<file path="src/rtl/icap_pkg.sv">
package icap_pkg;
  localparam int ADDR_CTRL = 0;
  localparam int ADDR_STAT = 1;
  localparam int ADDR_CAP  = 2;

  function automatic int cap_addr(input int ch, input int byte_idx, input int nbytes);
    return ADDR_CAP + ch * nbytes + byte_idx;
  endfunction
endpackage

</file>
<file path="src/rtl/icap_sync.sv">
module icap_sync #(
  parameter int STAGES = 2
) (
  input  logic clk_i,
  input  logic rst_ni,
  input  logic d_i,
  output logic q_o
);
  logic [STAGES-1:0] ff_q;

  always_ff @(posedge clk_i or negedge rst_ni) begin
    if (!rst_ni) ff_q <= '0;
    else         ff_q <= {ff_q[STAGES-2:0], d_i};
  end

  assign q_o = ff_q[STAGES-1];
endmodule

</file>
<file path="src/rtl/icap_channel.sv">
module icap_channel #(
  parameter int TW = 16
) (
  input  logic          clk_i,
  input  logic          rst_ni,
  input  logic          pin_s_i,
  input  logic          act_i,
  input  logic          rise_sel_i,
  input  logic [TW-1:0] timer_i,
  input  logic          flag_clr_i,
  input  logic          ovr_clr_i,
  output logic [TW-1:0] cap_o,
  output logic          flag_o,
  output logic          ovr_o
);
  logic          prev_q;
  logic          rise, fall, hit;
  logic [TW-1:0] cap_q;
  logic          flag_q, ovr_q;

  // edge detection is independent of the polarity bit, so changing it cannot fake an edge
  assign rise = pin_s_i & ~prev_q;
  assign fall = ~pin_s_i & prev_q;
  assign hit  = act_i & (rise_sel_i ? rise : fall);

  always_ff @(posedge clk_i or negedge rst_ni) begin
    if (!rst_ni) begin
      prev_q <= 1'b0;
      cap_q  <= '0;
      flag_q <= 1'b0;
      ovr_q  <= 1'b0;
    end else begin
      prev_q <= pin_s_i;
      if (hit) cap_q <= timer_i;
      // set wins over a clear in the same cycle
      if (hit)             flag_q <= 1'b1;
      else if (flag_clr_i) flag_q <= 1'b0;
      if (hit && flag_q)   ovr_q  <= 1'b1;
      else if (ovr_clr_i)  ovr_q  <= 1'b0;
    end
  end

  assign cap_o  = cap_q;
  assign flag_o = flag_q;
  assign ovr_o  = ovr_q;
endmodule

</file>
<file path="src/rtl/icap_regfile.sv">
module icap_regfile
  import icap_pkg::*;
#(
  parameter int N_CH = 2,
  parameter int TW   = 16,
  parameter int AW   = 3,
  parameter int DW   = 8
) (
  input  logic                      clk_i,
  input  logic                      rst_ni,
  input  logic [AW-1:0]             addr_i,
  input  logic                      we_i,
  input  logic                      re_i,
  input  logic [DW-1:0]             wdata_i,
  output logic [DW-1:0]             rdata_o,
  input  logic [N_CH-1:0][TW-1:0]   cap_i,
  input  logic [N_CH-1:0]           flag_i,
  input  logic [N_CH-1:0]           ovr_i,
  output logic [N_CH-1:0]           act_o,
  output logic [N_CH-1:0]           rise_sel_o,
  output logic [N_CH-1:0]           flag_clr_o,
  output logic [N_CH-1:0]           ovr_clr_o
);
  localparam int NB = TW / DW;
  localparam int CW = 2 * N_CH;

  logic [CW-1:0]                 ctrl_q;
  logic [N_CH-1:0][TW-DW-1:0]    snap_q;
  logic                          ctrl_wr, stat_wr;

  assign ctrl_wr = we_i && (addr_i == AW'(ADDR_CTRL));
  assign stat_wr = we_i && (addr_i == AW'(ADDR_STAT));

  always_ff @(posedge clk_i or negedge rst_ni) begin
    if (!rst_ni)      ctrl_q <= '0;
    else if (ctrl_wr) ctrl_q <= wdata_i[CW-1:0];
  end

  assign act_o      = ctrl_q[N_CH-1:0];
  assign rise_sel_o = ctrl_q[CW-1:N_CH];
  assign flag_clr_o = stat_wr ? wdata_i[N_CH-1:0]  : '0;
  assign ovr_clr_o  = stat_wr ? wdata_i[CW-1:N_CH] : '0;

  generate
    if (DW > CW) begin : g_unused
      logic unused_wdata;
      assign unused_wdata = ^wdata_i[DW-1:CW];
    end
  endgenerate

  // reading the low byte freezes the upper bytes
  generate
    for (genvar c = 0; c < N_CH; c++) begin : g_snap
      always_ff @(posedge clk_i or negedge rst_ni) begin
        if (!rst_ni)
          snap_q[c] <= '0;
        else if (re_i && addr_i == AW'(cap_addr(c, 0, NB)))
          snap_q[c] <= cap_i[c][TW-1:DW];
      end
    end
  endgenerate

  always_comb begin
    rdata_o = '0;
    if (addr_i == AW'(ADDR_CTRL)) rdata_o[CW-1:0] = ctrl_q;
    if (addr_i == AW'(ADDR_STAT)) rdata_o[CW-1:0] = {ovr_i, flag_i};
    for (int c = 0; c < N_CH; c++) begin
      if (addr_i == AW'(cap_addr(c, 0, NB))) rdata_o = cap_i[c][DW-1:0];
      for (int b = 1; b < NB; b++) begin
        if (addr_i == AW'(cap_addr(c, b, NB))) rdata_o = snap_q[c][(b-1)*DW +: DW];
      end
    end
  end
endmodule

</file>
<file path="src/rtl/icap_dual.sv">
module icap_dual #(
  parameter int N_CH        = 2,
  parameter int TW          = 16,
  parameter int AW          = 3,
  parameter int DW          = 8,
  parameter int SYNC_STAGES = 2
) (
  input  logic            clk_i,
  input  logic            rst_ni,
  input  logic [N_CH-1:0] pin_i,
  input  logic [TW-1:0]   timer_i,
  input  logic [AW-1:0]   bus_addr_i,
  input  logic            bus_we_i,
  input  logic            bus_re_i,
  input  logic [DW-1:0]   bus_wdata_i,
  output logic [DW-1:0]   bus_rdata_o,
  output logic [N_CH-1:0] pin_claim_o,
  output logic [N_CH-1:0] irq_o
);
  logic [N_CH-1:0]          sync_w, act_w, rise_w, flag_clr_w, ovr_clr_w;
  logic [N_CH-1:0]          flag_w, ovr_w;
  logic [N_CH-1:0][TW-1:0]  cap_w;

  generate
    for (genvar c = 0; c < N_CH; c++) begin : g_ch
      icap_sync #(.STAGES(SYNC_STAGES)) u_sync (
        .clk_i (clk_i),
        .rst_ni(rst_ni),
        .d_i   (pin_i[c]),
        .q_o   (sync_w[c])
      );
      icap_channel #(.TW(TW)) u_ch (
        .clk_i     (clk_i),
        .rst_ni    (rst_ni),
        .pin_s_i   (sync_w[c]),
        .act_i     (act_w[c]),
        .rise_sel_i(rise_w[c]),
        .timer_i   (timer_i),
        .flag_clr_i(flag_clr_w[c]),
        .ovr_clr_i (ovr_clr_w[c]),
        .cap_o     (cap_w[c]),
        .flag_o    (flag_w[c]),
        .ovr_o     (ovr_w[c])
      );
    end
  endgenerate

  icap_regfile #(.N_CH(N_CH), .TW(TW), .AW(AW), .DW(DW)) u_regs (
    .clk_i     (clk_i),
    .rst_ni    (rst_ni),
    .addr_i    (bus_addr_i),
    .we_i      (bus_we_i),
    .re_i      (bus_re_i),
    .wdata_i   (bus_wdata_i),
    .rdata_o   (bus_rdata_o),
    .cap_i     (cap_w),
    .flag_i    (flag_w),
    .ovr_i     (ovr_w),
    .act_o     (act_w),
    .rise_sel_o(rise_w),
    .flag_clr_o(flag_clr_w),
    .ovr_clr_o (ovr_clr_w)
  );

  assign pin_claim_o = act_w;
  assign irq_o       = flag_w;
endmodule

</file>
<file path="config.mk">
export PLATFORM = sky130hd
export DESIGN_NAME = icap_dual
export DESIGN_NICKNAME = d
export VERILOG_FILES = /design/src/rtl/icap_pkg.sv /design/src/rtl/icap_sync.sv /design/src/rtl/icap_channel.sv /design/src/rtl/icap_regfile.sv /design/src/rtl/icap_dual.sv
export SDC_FILE = /design/constraint.sdc
export NUM_CORES = 1
export LEC_CHECK = 0
export BUFFER_PORTS_ARGS = -buffer_cell sky130_fd_sc_hd__buf_2
export CORE_MARGIN = 5
export CORE_UTILIZATION = 30
export CTS_CLUSTER_SIZE = 28
export DETAILED_ROUTE_END_ITERATION = 8
export SETUP_SLACK_MARGIN = 0.15
export SYNTH_ARGS = -nofsm -noshare
export SYNTH_HDL_FRONTEND = slang
export SYNTH_SLANG_ARGS = --single-unit
export TNS_END_PERCENT = 50
</file>
<file path="constraint.sdc">
create_clock -name clk_i -period 1.95 [get_ports clk_i]
set_input_delay 0.195 -clock clk_i [delete_from_list [all_inputs] [get_ports clk_i]]
set_output_delay 0.195 -clock clk_i [all_outputs]
set_load 0.02 [all_outputs]
</file>
==> Word level (Yosys, flattened, before mapping) <==
Index checks and enable logic that the tools add are counted.
{ "word_totals": {"in_bits": 33, "output_inout_bits": 12, "register_bits": 62, "elab_cells": 57} }
{ "op_classes": {"n_mux": 18, "eq_ne": 5, "n_bitwise": 10, "reduce_logical": 11} }
{ "ops": {"columns": ["operator", "count"], "rows": [
  ["$mux W8", 4],
  ["$mux W1", 10],
  ["$mux W4", 2],
  ["$reduce_bool A2 Y1", 4],
  ["$and A1 B1 Y1", 6],
  ["$eq A3 B2 Y1 const B", 2],
  ["$eq A3 B3 Y1 const B", 2],
  ["$logic_and A1 B1 Y1", 6],
  ["$mux W2", 2],
  ["$not A1 Y1", 4],
  ["$eq A3 B1 Y1 const B", 1],
  ["$logic_not A3 Y1", 1]
]} }

==> Logic depth before layout (Yosys ltp) <==
{ "depth": {"depth_word": 7, "depth_mapped": 5, "ltp_nobuf": 3} }

==> By module <==
Synthesis repeated with hierarchy kept, for this count alone.
{ "hier_totals": {"cells_unflattened": 179, "hier_area_um2": 2826.5} }
{ "by_module_without_submodules": {"columns": ["mod", "area_each_um2", "n_inst", "cells_per_inst", "seq_area_each_um2"], "rows": [
  ["icap_channel", 764.5, 2, 43, 475.5],
  ["icap_regfile", 1197.4, 1, 89, 500.5],
  ["icap_sync", 50.0, 2, 2, 50.0]
]} }

==> Worst setup path before layout <==
Ideal clock, no wire load.
{ "synth_path": {"path_kind": "input to output", "start": "in bus_addr_i[2]", "end": "out bus_rdata_o[1]", "arrival_ps": 1342, "setup_slack_ps": 413, "t_required_ps": 1755, "path_buffers": 2, "cell_stages": 5, "cell_sequence": "buf_6 buf_2 and4b_2 a221oi_1 a221oi_1"} }
{ "synth_between": {"elab_chain_len": 7, "word_cells_on_any_way": 12, "cone_classes": "eq/ne (5); mux (6); reduce/logical (1)"} }
{ "synth_rtl": {"columns": ["item", "line", "rtl"], "rows": [
  ["start, declared", "icap_dual.sv:12", "input logic [AW-1:0] bus_addr_i,"],
  ["$logic_not A3 Y1", "icap_regfile.sv:65", "if (addr_i == AW'(ADDR_CTRL)) rdata_o[CW-1:0] = ctrl_q;"],
  ["$mux W4", "icap_regfile.sv:65", null],
  ["$mux W4", "icap_regfile.sv:66", "if (addr_i == AW'(ADDR_STAT)) rdata_o[CW-1:0] = {ovr_i, flag_i};"],
  ["$mux W8", "icap_regfile.sv:68", "if (addr_i == AW'(cap_addr(c, 0, NB))) rdata_o = cap_i[c][DW-1:0];"],
  ["$mux W8", "icap_regfile.sv:70", "if (addr_i == AW'(cap_addr(c, b, NB))) rdata_o = snap_q[c][(b-1)*DW +: DW];"],
  ["$mux W8", "icap_regfile.sv:68", null],
  ["$mux W8 (*)", "icap_regfile.sv:70", null],
  ["end, declared", "icap_dual.sv:16", "output logic [DW-1:0] bus_rdata_o,"]
]} }
Every way passes the cells marked *; elsewhere a longest branch is shown, timed or not.

==> Worst setup path in the final report <==
{ "layout_path": {"start": "in bus_addr_i[2]", "end": "out bus_rdata_o[0]"} }
The elaborated chain is that of the path after synthesis.

==> results.cfg <==
[outcome]
status = finished clean

[timing]
rsz0062_at_grt = yes
final-hold-violation-count = 0
tightest_slew_ns = 0.532
clock.fmax_mhz = 550
skew_ns = 0.00980
setup-violations-final = 0
setup_tns_ns = 0
slew_violations = 0
finalCritPeriodShare = 0.933
fin_crit_ns = 1.82
max-slew-margin-rel = 0.645
worst_slack_ns = 0.131

[global_route]
grt_pass1_vias = 1945
grt_pass1_wl_um = 9870
grt_max_degree = 45
grt.overflow.total = 0
antenna_found_initial = 0
grtUsageTotal = 0.112

[critical_path]
crit_required_ns = 1.75
startpoint_type = input pin
crit_buf_inv = 2
worstReg2RegEnd = g_ch[1].u_ch.cap_o[9]
r2r_cells = 5
arrival_ns = 1.62
worstSetupPathType = in2out
cp-end-kind = output port
worstPathMaxFanout = 10
crit-reg2reg-launch = u_regs.ctrl_q[3]
worst_path_dominant_cell_family = compound AO/OA/AOI/OAI gates
cpMaxStageDelayCell = and2b_1
critPathMaxStageDelay_ns = 0.49
crit_path_cell_trace = buf_2 > and2b_1 > a2bb2oi_1 > a221oi_1 > buf_2
cpMostUsedCell = buf_2
r2r_slack_ns = 0.32

[clocking]
numCtsBuffers = 9
ctsRootBufferMaster = clkbuf_8
clk_pin_slew_ns = 0.06
cts_buffer_depth = 2
h-tree-depth = 3
cts_tree = yes
clock-sinks = 62
insertion_delay_ns = 0.34

[power]
p_clk_frac = 0.235
p_int_mw = 3.12
leakagePower_nw = 1.53
seqPwrFrac = 0.499
combPwrFrac = 0.266
pwr_density_cell_mw_per_mm2 = 1280
power_switching_mw = 1.28
finalPower_mw = 4.40
p_sw_frac = 0.290
vdd_drop_max_mv = 0.519

[logic_synthesis]
syn_nets = 226
yosysSeqAreaShare = 0.542
synthTopCellsByArea = dfrtp_1 (54%), mux2_2 (18%), mux2_4 (4.2%)
syn_area_mm2 = 0.00286
ys.warnings.count = 0
synth_top_area_frac = 0.542
syn_inst = 193
synth_top_area_cell = dfrtp_1
synth_cell_types = 31
yosys_register_bits = 62
avgSynthCellArea_um2 = 14.8

[place]
post-place-ws_ns = 0.256
port-buffer-count = 40
place.gp.congestion = 0.800
dp_hpwl_um = 4260

[final_layout]
final-seq-area_mm2 = 0.00155
multiInputGateArea_mm2 = 0.00119
diodes = 0
fin_nets = 276
fillers = 948
areaGrowthSynthToFinish_pct = 20.0
drive_gt1_frac = 0.556

[route]
first_pass_iters = 4
viasPerCell = 4.66
routed_wl_um = 6060
drtAntennaViolNets = 0
drc = 0
wl_per_cell_um = 16.1
drtIter0Drc = 53
via_count = 1756

[run]
cap_viol_max_count = 0

[floorplanning]
rows = 35
die-height_um = 108
die_area_mm2 = 0.0116
start_util = 0.308
die_x_um = 108
io_pins = 45
core_area_mm2 = 0.00928

[hold_path]
min_to = g_ch[0].u_ch.cap_o[7]
hold_path_class = in2reg
hold-path-cell-count = 2
min_from = timer_i[7]
layout make-up:
class,count,area share
inverters,7,0.00766
multi-input cells,111,0.347
well taps,129,0.0470
clock buffers,13,0.0492
clock inverters,3,0.00510
repair buffers,52,0.0911
flip-flops and latches,62,0.452
per-layer routing:
layer,wire length [um],up-vias,global-route usage,share of wire
met1,2710,870,0.139,0.45
met3,363,17,0.0426,0.060
li1,-,817,-,-
met4,123,0,0.0487,0.020
met5,0,-,0,0
met2,2860,52,0.173,0.47
flip-flops by register name (all words and copies together), names as in the netlist:
| signal | cells |
|---|---|
| g_ch.u_ch.prev_q | 2 |
| u_regs.ctrl_q | 4 |
| g_ch.u_ch.flag_o | 2 |
| g_ch.u_ch.ovr_o | 2 |
| g_ch.u_sync.ff_q | 4 |
| g_ch.u_ch.cap_o | 32 |
| u_regs.snap_q | 16 |
layout by cell type, fill, tap and decap left out, types with 3 or more instances in the layout:
master and instances:
nand2_1 3, clkbuf_8 12, a221oi_1 3, inv_1 7, a221oi_2 6, dfrtp_1 61
a211o_1 4, buf_4 9, a22oi_1 4, buf_2 39, dlygate4sd3_1 3, mux2_2 46
mux2_4 8, mux2i_1 7, and4b_2 4, o22ai_1 3
Yosys cell counts (all sizes together):
master / count
a22oi: 4
o2bb2ai: 2
o21ai: 4
and2b: 2
o22ai: 3
nor3b: 4
nand2: 3
and4bb: 1
nor4b: 1
inv: 7
mux2i: 7
and4b: 4
a21oi: 1
and2: 3
a2bb2oi: 1
mux2: 55
a221oi: 9
nand2b: 1
dfrtp: 62
and3b: 2
a211o: 4
buf: 13
cell families (layout without fill, tap and decap cells):
| group | after synthesis | after routing | synth area share |
|---|---|---|---|
| mux | 62 | 62 | 0.252 |
| simple gates | 21 | 21 | 0.0748 |
| buf+inv | 20 | 75 | 0.0516 |
| flops | 62 | 62 | 0.542 |
| compound gates | 28 | 28 | 0.0796 |
metrics by stage:
stage / instance area [um^2] / hold slack (ns) / utilization / instances
3_5_place_dp: 3160 / 0.164 / 0.340 / 355
4_1_cts: 3390 / 0.0647 / 0.365 / 374
2_1_floorplan: 2860 / -0.101 / - / 193
3_3_place_gp: 3160 / 0.159 / 0.340 / 355
5_1_grt: 3430 / 0.0757 / 0.370 / 377
6_report: 3430 / 0.0902 / 0.370 / 377
worst max path at each step:
stage,from,endpoint,slack [ns],cells past startpoint
2_1_floorplan,bus_addr_i[2],bus_rdata_o[1],0.41,5
5_1_grt,g_ch[0].u_ch.flag_o,bus_rdata_o[0],0.09,4
3_5_place_dp,bus_addr_i[2],bus_rdata_o[2],0.26,5
3_3_place_gp,bus_addr_i[2],bus_rdata_o[2],0.26,5
6_report,bus_addr_i[2],bus_rdata_o[0],0.13,5
4_1_cts,g_ch[0].u_ch.flag_o,bus_rdata_o[0],0.14,4
power by group through the flow:
stage	clock network, mW	logic (mW)	registers, mW
6_report	1.03	1.17	2.20
5_1_grt	1.14	1.28	2.27
4_1_cts	1.07	1.15	2.20
3_5_place_dp	0	1.13	2.22
3_3_place_gp	0	1.10	2.20
2_1_floorplan	0	0.937	2.08
repair_timing:
item	CTS	global route
hold endpoints to repair	20	0
hold buffers	3	0
endpoints found under the setup margin	4	4
pin swaps	0	5
gates resized for setup	3	4
buffers inserted	0	3
(Power assumes the default switching activity.)
